<file path="src/rtl/i2c10_pkg.sv">
package i2c10_pkg;
    localparam int ADDR_W = 10;
    localparam int BYTE_W = 8;
    localparam int HI_W   = ADDR_W - BYTE_W;
    localparam int CNT_W  = $clog2(BYTE_W);
    localparam logic [BYTE_W-HI_W-2:0] HDR_PREFIX = 5'b11110;

    typedef enum logic [2:0] {
        ST_IDLE,
        ST_HDR,
        ST_HDR_ACK,
        ST_LOW,
        ST_LOW_ACK,
        ST_BUSY
    } st_e;

    typedef struct packed {
        st_e               st;
        logic [CNT_W-1:0]  cnt;
        logic [BYTE_W-1:0] shreg;
        logic              ack_go;
        logic              is_read;
        logic              sda_oe;
        logic              matched;
        logic              tx;
        logic              flag;
    } ctx_t;
endpackage

</file>
<file path="src/rtl/i2c10_sync.sv">
module i2c10_sync #(
    parameter int WIDTH  = 2,
    parameter int STAGES = 2
) (
    input  logic             clk,
    input  logic             rst_n,
    input  logic [WIDTH-1:0] d,
    output logic [WIDTH-1:0] q
);
    logic [STAGES-1:0][WIDTH-1:0] chain_q;

    always_ff @(posedge clk or negedge rst_n) begin
        if (!rst_n) chain_q <= '1;
        else        chain_q <= {chain_q[STAGES-2:0], d};
    end

    assign q = chain_q[STAGES-1];
endmodule

</file>
<file path="src/rtl/i2c10_cond.sv">
module i2c10_cond (
    input  logic clk,
    input  logic rst_n,
    input  logic scl_s,
    input  logic sda_s,
    output logic start_det,
    output logic stop_det,
    output logic scl_rise,
    output logic scl_fall
);
    logic scl_p_q, sda_p_q;

    always_ff @(posedge clk or negedge rst_n) begin
        if (!rst_n) begin
            scl_p_q <= 1'b1;
            sda_p_q <= 1'b1;
        end else begin
            scl_p_q <= scl_s;
            sda_p_q <= sda_s;
        end
    end

    assign start_det = scl_s & scl_p_q & sda_p_q & ~sda_s;
    assign stop_det  = scl_s & scl_p_q & ~sda_p_q & sda_s;
    assign scl_rise  = scl_s & ~scl_p_q;
    assign scl_fall  = ~scl_s & scl_p_q;
endmodule

</file>
<file path="src/rtl/i2c_addr10_slave.sv">
module i2c_addr10_slave
    import i2c10_pkg::*;
#(
    parameter int SYNC_STAGES = 2
) (
    input  logic              clk,
    input  logic              rst_n,
    input  logic              scl_in,
    input  logic              sda_in,
    input  logic              host_mode,
    input  logic              wide_addr_en,
    input  logic [ADDR_W-1:0] own_addr,
    input  logic              start_ack,
    output logic              sda_oe,
    output logic              scl_hold,
    output logic              start_flag,
    output logic              tx_mode
);
    logic [1:0] line_s;
    logic scl_s, sda_s;
    logic start_det, stop_det, scl_rise, scl_fall;
    logic enable;
    logic [BYTE_W-1:0] byte_in;
    logic hdr_ok;
    ctx_t d, q;

    i2c10_sync #(.WIDTH(2), .STAGES(SYNC_STAGES)) u_sync (
        .clk(clk), .rst_n(rst_n), .d({scl_in, sda_in}), .q(line_s)
    );
    assign scl_s = line_s[1];
    assign sda_s = line_s[0];

    i2c10_cond u_cond (
        .clk(clk), .rst_n(rst_n), .scl_s(scl_s), .sda_s(sda_s),
        .start_det(start_det), .stop_det(stop_det),
        .scl_rise(scl_rise), .scl_fall(scl_fall)
    );

    assign enable  = ~host_mode & wide_addr_en;
    assign byte_in = {q.shreg[BYTE_W-2:0], sda_s};
    assign hdr_ok  = (byte_in[BYTE_W-1:HI_W+1] == HDR_PREFIX)
                   && (byte_in[HI_W:1] == own_addr[ADDR_W-1:BYTE_W])
                   && (!byte_in[0] || q.matched);

    always_comb begin
        d = q;
        if (start_ack) d.flag = 1'b0;
        if (!enable) begin
            d = '0;
        end else if (start_det) begin
            d.st     = ST_HDR;
            d.cnt    = '0;
            d.sda_oe = 1'b0;
            d.ack_go = 1'b0;
        end else if (stop_det) begin
            d.st      = ST_IDLE;
            d.sda_oe  = 1'b0;
            d.matched = 1'b0;
            d.tx      = 1'b0;
        end else begin
            case (q.st)
                ST_HDR, ST_LOW: begin
                    if (scl_rise) begin
                        d.shreg = byte_in;
                        d.cnt   = CNT_W'(q.cnt + 1'b1);
                        if (q.cnt == CNT_W'(BYTE_W - 1)) begin
                            if (q.st == ST_HDR) begin
                                d.st      = ST_HDR_ACK;
                                d.is_read = byte_in[0];
                                d.ack_go  = hdr_ok;
                            end else begin
                                d.st     = ST_LOW_ACK;
                                d.ack_go = (byte_in == own_addr[BYTE_W-1:0]);
                            end
                        end
                    end
                end
                ST_HDR_ACK, ST_LOW_ACK: begin
                    if (scl_fall) begin
                        if (!q.sda_oe) begin
                            if (q.ack_go) begin
                                d.sda_oe = 1'b1;
                            end else begin
                                d.st      = ST_IDLE;
                                d.matched = 1'b0;
                            end
                        end else begin
                            d.sda_oe = 1'b0;
                            if (q.st == ST_HDR_ACK && !q.is_read) begin
                                d.st  = ST_LOW;
                                d.cnt = '0;
                            end else begin
                                d.st   = ST_BUSY;
                                d.flag = 1'b1;
                                d.tx   = (q.st == ST_HDR_ACK);
                                if (q.st == ST_LOW_ACK) d.matched = 1'b1;
                            end
                        end
                    end
                end
                default: ;
            endcase
        end
    end

    always_ff @(posedge clk or negedge rst_n) begin
        if (!rst_n) q <= '0;
        else        q <= d;
    end

    assign sda_oe     = q.sda_oe;
    assign scl_hold   = q.flag;
    assign start_flag = q.flag;
    assign tx_mode    = q.tx;

    AST_ACK_IN_ACK_PHASE: assert property (@(posedge clk) disable iff (!rst_n)
        sda_oe |-> (q.st == ST_HDR_ACK || q.st == ST_LOW_ACK));
    AST_FLAG_AFTER_ACK: assert property (@(posedge clk) disable iff (!rst_n)
        $rose(start_flag) |-> $past(sda_oe));
    AST_READ_NEEDS_MATCH: assert property (@(posedge clk) disable iff (!rst_n)
        $rose(tx_mode) |-> $past(q.matched));
    AST_STOP_FORGETS: assert property (@(posedge clk) disable iff (!rst_n)
        (stop_det && enable) |=> (!q.matched && !tx_mode));
    AST_OFF_QUIET: assert property (@(posedge clk) disable iff (!rst_n)
        !enable |=> (!sda_oe && !start_flag && !tx_mode));
endmodule

</file>
<file path="config.mk">
export PLATFORM = sky130hd
export DESIGN_NAME = i2c_addr10_slave
export DESIGN_NICKNAME = d
export VERILOG_FILES = /design/src/rtl/i2c10_pkg.sv /design/src/rtl/i2c10_sync.sv /design/src/rtl/i2c10_cond.sv /design/src/rtl/i2c_addr10_slave.sv
export SDC_FILE = /design/constraint.sdc
export NUM_CORES = 1
export LEC_CHECK = 0
export BUFFER_PORTS_ARGS = -buffer_cell sky130_fd_sc_hd__buf_2
export CAP_MARGIN = 20
export CORE_UTILIZATION = 40
export DETAILED_ROUTE_END_ITERATION = 8
export REMOVE_ABC_BUFFERS = 1
export SETUP_SLACK_MARGIN = 0.02
export SKIP_LAST_GASP = 1
export SYNTH_ARGS = -nofsm -noshare
export SYNTH_HDL_FRONTEND = slang
export SYNTH_SLANG_ARGS = --single-unit
</file>
<file path="constraint.sdc">
create_clock -name clk -period 1.6 [get_ports clk]
set_input_delay 0.24 -clock clk [delete_from_list [all_inputs] [get_ports clk]]
set_output_delay 0.24 -clock clk [all_outputs]
set_load 0.02 [all_outputs]
</file>
==> qor.txt, run 1 <==
Status = finished clean
Row count = 20
Final period util = 0.934
Syn_area_per_cell = 9.85 sq um
RSZ-0062 raised after global routing = no
Busiest grt layer = met2
Clock root buffer = clkbuf_4
Post-Syn Instances = 140
Worst flop-to-flop path startpoint = u_cond.scl_p_q
Library cells used by synthesis = 42
IO Port Bufs = 20
Hold Vio Cnt, Final = 0
Maxcap violations = 0
Max-slew violations = 0
WL/cell = 14.2 microns
CP endpoint kind = register
Core area = 3150 sq um
Async set-reset flop share out of synthesis = 1.00
DP Area = 1530 sq um
Die area = 3690 sq um
Sequential cell area = 634 sq um
Starting Density = 0.437
Die Height = 60.7 microns
Clock latency at the later pin of the worst-skew pair = 0.33 ns
CTS tree = built
Min Tclk post-route = 1.49 ns
FF-to-FF End = q[19]
Sequential fraction of the synthesis area = 0.459
Number of synthesized register bits = 25
Drt first pass iters = 4
Final nets = 186
Die W = 60.7 microns
Gr ovfl total = 0
Final WS setup = 0.106 ns
Max_slew headroom = 0.631
Crit path DAT = 1.73 ns
H-Tree Depth = 1
Most frequent cells in the layout = nand2_1, buf_2, dfrtp_1
Largest net degree at the start of global routing = 26
Footprint of the multi-input gates = 697 sq um
Worst hold path type = input pin to register
CTS Buf Count = 3
Register clock-pin slew on the reported worst setup and hold paths = 0.14 ns
Drt initial violations = 31
FILL cells = 309
P_leak = 0.000704 uW
DR vias = 1,111
Dpl ws = 0.123 ns
Commonest non-fill, non-tap cell in the layout = nand2_1
Layout area overhead = 16.0%
Io pins = 21
Hold path startpoint = start_ack
First-pass GRT wire length = 4950 microns
Antenna diodes = 0
Worst Reg2Reg Path Length in Cells = 3
WHS Endpoint = scl_hold
Crit start category = register
Met3 Use GR = 0.0426
Vias in the first global route = 1,089
GRT Util Overall = 0.186
Crit Path Max Fanout = 14
Final setup vio count = 0
Post-Route Hold Slack = 0.155 ns
Upper clock frequency limit = 0.669 GHz
Worst-margin pin slew = 0.553 ns
Post-Layout Inst Area = 1600 sq um
Clk_skew = 0.00746 ns
WS Path Type = register to register
PD cells = 653 nW/um^2
GR Util met1 = 0.224
Via density = 5.29
Proportion of layout cells with a drive suffix above 1 = 0.271
Drt total wl = 2970 microns
Worst hold stages = 3
Routed Antenna Nets = 0
Post-synth EDFFs = 0
Post-DP HPWL = 2150 microns
Clock Tree Buf Depth = 2
Syn. warnings = 0
DRC = 0
Critical Path RT = 1.84 ns
Mapped cell area = 1380 sq um
Max VDD drop = 364 uV
Top FF cell, synth = dfrtp_1
Initial antenna violation count = 0
R2R Setup Slk = 0.11 ns
Clk sinks = 25
Final Wtd Congestion = 0.921
Setup TNS = 0 ns
Met2 usage = 0.317
[synth_stat cells (2+ instances only)]
cell,number,area [sq um]
nand3_1,3,15.0
dfrtp_1,19,475
and3b_1,2,17.5
nor2_1,8,30.0
a21oi_1,15,75.1
mux2i_1,2,20.0
nor3_1,3,15.0
ha_1,2,25.0
dfstp_2,6,158
nand2b_1,4,25.0
o21ai_1,2,10.0
nand2_1,22,82.6
buf_4,4,30.0
a21o_1,2,15.0
nor3b_1,2,15.0
xnor2_1,3,26.3
o21ai_0,2,10.0
a22oi_1,2,15.0
xor2_1,8,70.1
a31oi_1,3,18.8
nor2b_1,5,31.3
[cells by family (layout without fill, tap and decap cells)]
kind of cell	after synthesis	in the layout	synth area share
xor+xnor	12	12	0.0898
buf+inv	8	34	0.0390
compound gates	33	33	0.148
flops	25	25	0.459
fa+ha+maj	2	2	0.0181
simple gates	58	58	0.231
mux	2	2	0.0145
[final cells by class]
type / instances / area share
Sequential cell: 25 / 0.397
Tap cell: 44 / 0.0344
Multi-Input combinational cell: 107 / 0.436
Timing Repair Buffer: 30 / 0.114
Clock inverter: 1 / 0.00469
Clock buffer: 3 / 0.0141
[flip-flops by register name (all words and copies together) (netlist names)]
signal / cells
q: 9
tx_mode: 1
byte_in: 7
sda_oe: 1
scl_hold: 1
u_sync.q: 2
u_cond.scl_p_q: 1
u_sync.chain_q: 2
u_cond.sda_p_q: 1
[stage by stage]
step	total power, uW	utilization	std cells
floorplan	701	-	132
global placement	751	0.484	202
detailed placement	754	0.484	202
CTS	1050	0.503	209
global route	1090	0.507	210
finish	1040	0.507	210
[report_power, final]
| group | total, uW | leakage (uW) | switching [uW] | internal (uW) |
|---|---|---|---|---|
| combinational | 94.8 | 0.000363 | 48.1 | 46.7 |
| clock | 295 | 0.0000139 | 199 | 95.8 |
| sequential | 655 | 0.000327 | 8.44 | 647 |
| total | 1040 | 0.000704 | 256 | 789 |
[per-layer routing]
metal / vias to the layer above / part of all wire
li1: 544 / -
met1: 528 / 0.46
met2: 33 / 0.47
met3: 6 / 0.047
met4: 0 / 0.019
met5: - / 0
[timing repair]
item	in CTS	in global routing
setup buffers	0	1
hold buffers	3	0
hold endpoints to repair	21	0
gates resized for setup	0	2
endpoints found under the setup margin	0	3
[how the worst max path moves through the flow]
stage,start,end,slack [ns]
5_1_grt,q[18],q[14],0.03
6_report,u_cond.scl_p_q,q[19],0.11
2_1_floorplan,u_sync.q[1],q[19],0.18
3_3_place_gp,u_sync.q[0],q[5],0.13
3_5_place_dp,u_sync.q[0],q[5],0.12
4_1_cts,u_sync.q[0],q[5],0.08
[critical path, cell delays in order (launching register included)]
cell and delay [ns]:
dfstp_2 0.61, and4bb_4 0.31, a32o_2 0.24, a311oi_1 0.24
No activity file was read; power rests on OpenSTA's default activity.
==> inputs of run 2 (changes only) <==
==> constraint.sdc (replaced) <==
create_clock -name clk -period 1.25 [get_ports clk]
set_input_delay 0.1875 -clock clk [delete_from_list [all_inputs] [get_ports clk]]
set_output_delay 0.1875 -clock clk [all_outputs]
set_load 0.02 [all_outputs]
==> qor.txt, run 2 (same netlist as run 1, synthesis figures left out) <==
Status = finished with violations
Failing checks = negative setup slack
Clock Tree Buf Depth = 2 (unchanged)
Largest Register = q
Clock latency at the later pin of the worst-skew pair = 0.33 ns (about the same)
WL/cell = 13.7 microns (-3.0%)
Post-DP HPWL = 2450 microns (+14%)
Most frequent cells in the layout = buf_4, nand2_1, buf_2
Final Wtd Congestion = 0.844 (-8.4%)
Share of power burned in registers = 0.610 (-0.017)
Max_slew headroom = 0.630 (-0.000744)
Row count = 20 (unchanged)
P_leak = 0.000881 uW (+25%)
Final setup vio count = 20 (+20)
Vias in the first global route = 1,285 (+18%)
Logic pwr share = 0.109 (+0.018)
CP endpoint kind = register
Post-Layout Cell Count = 239 (+14%)
Via density = 5.10 (-3.7%)
Switch share = 0.251 (+0.00631)
Min Tclk post-route = 1.45 ns (-0.0396 ns)
Hold Vio Cnt, Final = 0 (unchanged)
Worst-margin pin slew = 0.554 ns (+0.00112 ns)
Max FFs per register = 9 (unchanged)
Io pins = 21 (unchanged)
Initial antenna violation count = 0 (unchanged)
Layout area overhead = 41.0%
Die W = 60.7 microns (unchanged)
Clock root buffer = clkbuf_4
Largest net degree at the start of global routing = 26 (unchanged)
Final WS setup = -0.205 ns (-0.310 ns)
Met3 Use GR = 0.0299 (-0.0128)
FILL cells = 269 (-13%)
Final period util = 1.16 (+0.230)
CTS tree = built
Gr ovfl total = 0 (unchanged)
Final nets = 215 (+16%)
Die area = 3690 sq um (unchanged)
Drt initial violations = 45 (+45%)
Max-slew violations = 0 (unchanged)
GR Util met1 = 0.258 (+0.0345)
Crit Path Max Fanout = 6 (-8)
Critical Path RT = 1.50 ns (-0.34 ns)
RSZ-0062 raised after global routing = yes
Dpl cells = 223 (+10%)
Die Height = 60.7 microns (unchanged)
Clock share of power = 0.281 (about the same)
Upper clock frequency limit = 0.687 GHz (+2.7%)
Antenna diodes = 0 (unchanged)
Critical Path, Cell by Cell = and4bb_4 -> a32o_2 -> a21oi_2 -> a311oi_2
Maxcap violations = 0 (unchanged)
Crit start category = register
DR vias = 1,218 (+9.6%)
Drt total wl = 3280 microns (+10%)
Worst path slowest cell = dfstp_2
CTS Buf Count = 3 (unchanged)
First-pass GRT wire length = 5660 microns (+14%)
Int Pwr = 1030 uW (+30%)
GRT Util Overall = 0.210 (+0.0241)
IO Port Bufs = 20 (unchanged)
PD cells = 707 nW/um^2 (+8.2%)
H-Tree Depth = 1 (unchanged)
Register clock-pin slew on the reported worst setup and hold paths = 0.15 ns (about the same)
Routed Antenna Nets = 0 (unchanged)
Crit path largest cell delay = 0.61 ns (about the same)
WS Path Type = register to register
DRC = 0 (unchanged)
Proportion of layout cells with a drive suffix above 1 = 0.487 (+0.216)
Starting Density = 0.437 (unchanged)
NetSw = 345 uW (+35%)
Busiest grt layer = met2
Post-Route Hold Slack = 0.117 ns (-0.0376 ns)
Clk_skew = 0.00677 ns (-0.000685 ns)
Commonest non-fill, non-tap cell in the layout = buf_4
Clk sinks = 25 (unchanged)
Worst hold path type = input pin to register
Setup TNS = -1.94 ns (-1.94 ns)
Met2 usage = 0.369 (+0.0518)
Core area = 3150 sq um (unchanged)
Max VDD drop = 415 uV (+14%)
Drt first pass iters = 4 (unchanged)
Crit path DAT = 1.70 ns (-0.03 ns)
## run 2: stage by stage
stage / utilization / setup slack [ns] / power [uW] / area (sq um)
2_1_floorplan: - / -0.175 / 897 / 1330
3_3_place_gp: 0.534 / -0.115 / 976 / 1680
3_5_place_dp: 0.534 / -0.150 / 980 / 1680
4_1_cts: 0.579 / -0.136 / 1370 / 1830
5_1_grt: 0.617 / -0.274 / 1440 / 1940
6_report: 0.617 / -0.205 / 1370 / 1940
## run 2: layer usage
metal	up-vias	wire, microns
met5	-	0
met4	0	80
met3	10	90
met2	24	1680
met1	586	1430
li1	598	-
## run 2: final timing paths
kind	from	depth (start not counted)	to	slack (ns)
setup reg to reg	u_sync.q[1]	4	q[19]	-0.20
hold reg to reg	u_sync.chain_q[1]	0	u_sync.q[1]	0.37
min in group asynchronous	rst_n	2	q[17]	0.35
max in group asynchronous	rst_n	2	sda_oe	0.51
setup / recovery	u_sync.q[1]	4	q[19]	-0.20
hold / removal	start_ack	3	scl_hold	0.12
## run 2: critical path, delay by kind of cell, from the launching register on
kind / cells / cell delay [ns]
DFF: 1 / 0.61
and+or+nand+nor: 1 / 0.29
AOI/OAI and AO/OA: 3 / 0.48
## run 2: cell type report
class	instances	area, sq um	share of cell area
clock buffer	3	22.5	0.0116
clock inverter	1	7.51	0.00386
multi-input combinational	107	793	0.408
sequential	25	637	0.328
tap	44	55.1	0.0283
timing repair buffer	59	429	0.221
## run 2: power by group through the flow
stage	sequential (uW)	clock (uW)	combinational, uW
CTS	838	390	146
global route	840	428	167
finish	838	386	150
detailed placement	852	0	127
floorplan	853	0	43.7
global placement	851	0	125
## run 2: repair_timing
item                                   CTS  global route
resized for setup                       15            23
pin swaps                                7            10
endpoints found under the hold margin   21             0
hold buffers                             3             0
setup buffers                            5             5
setup endpoints to repair               20            20
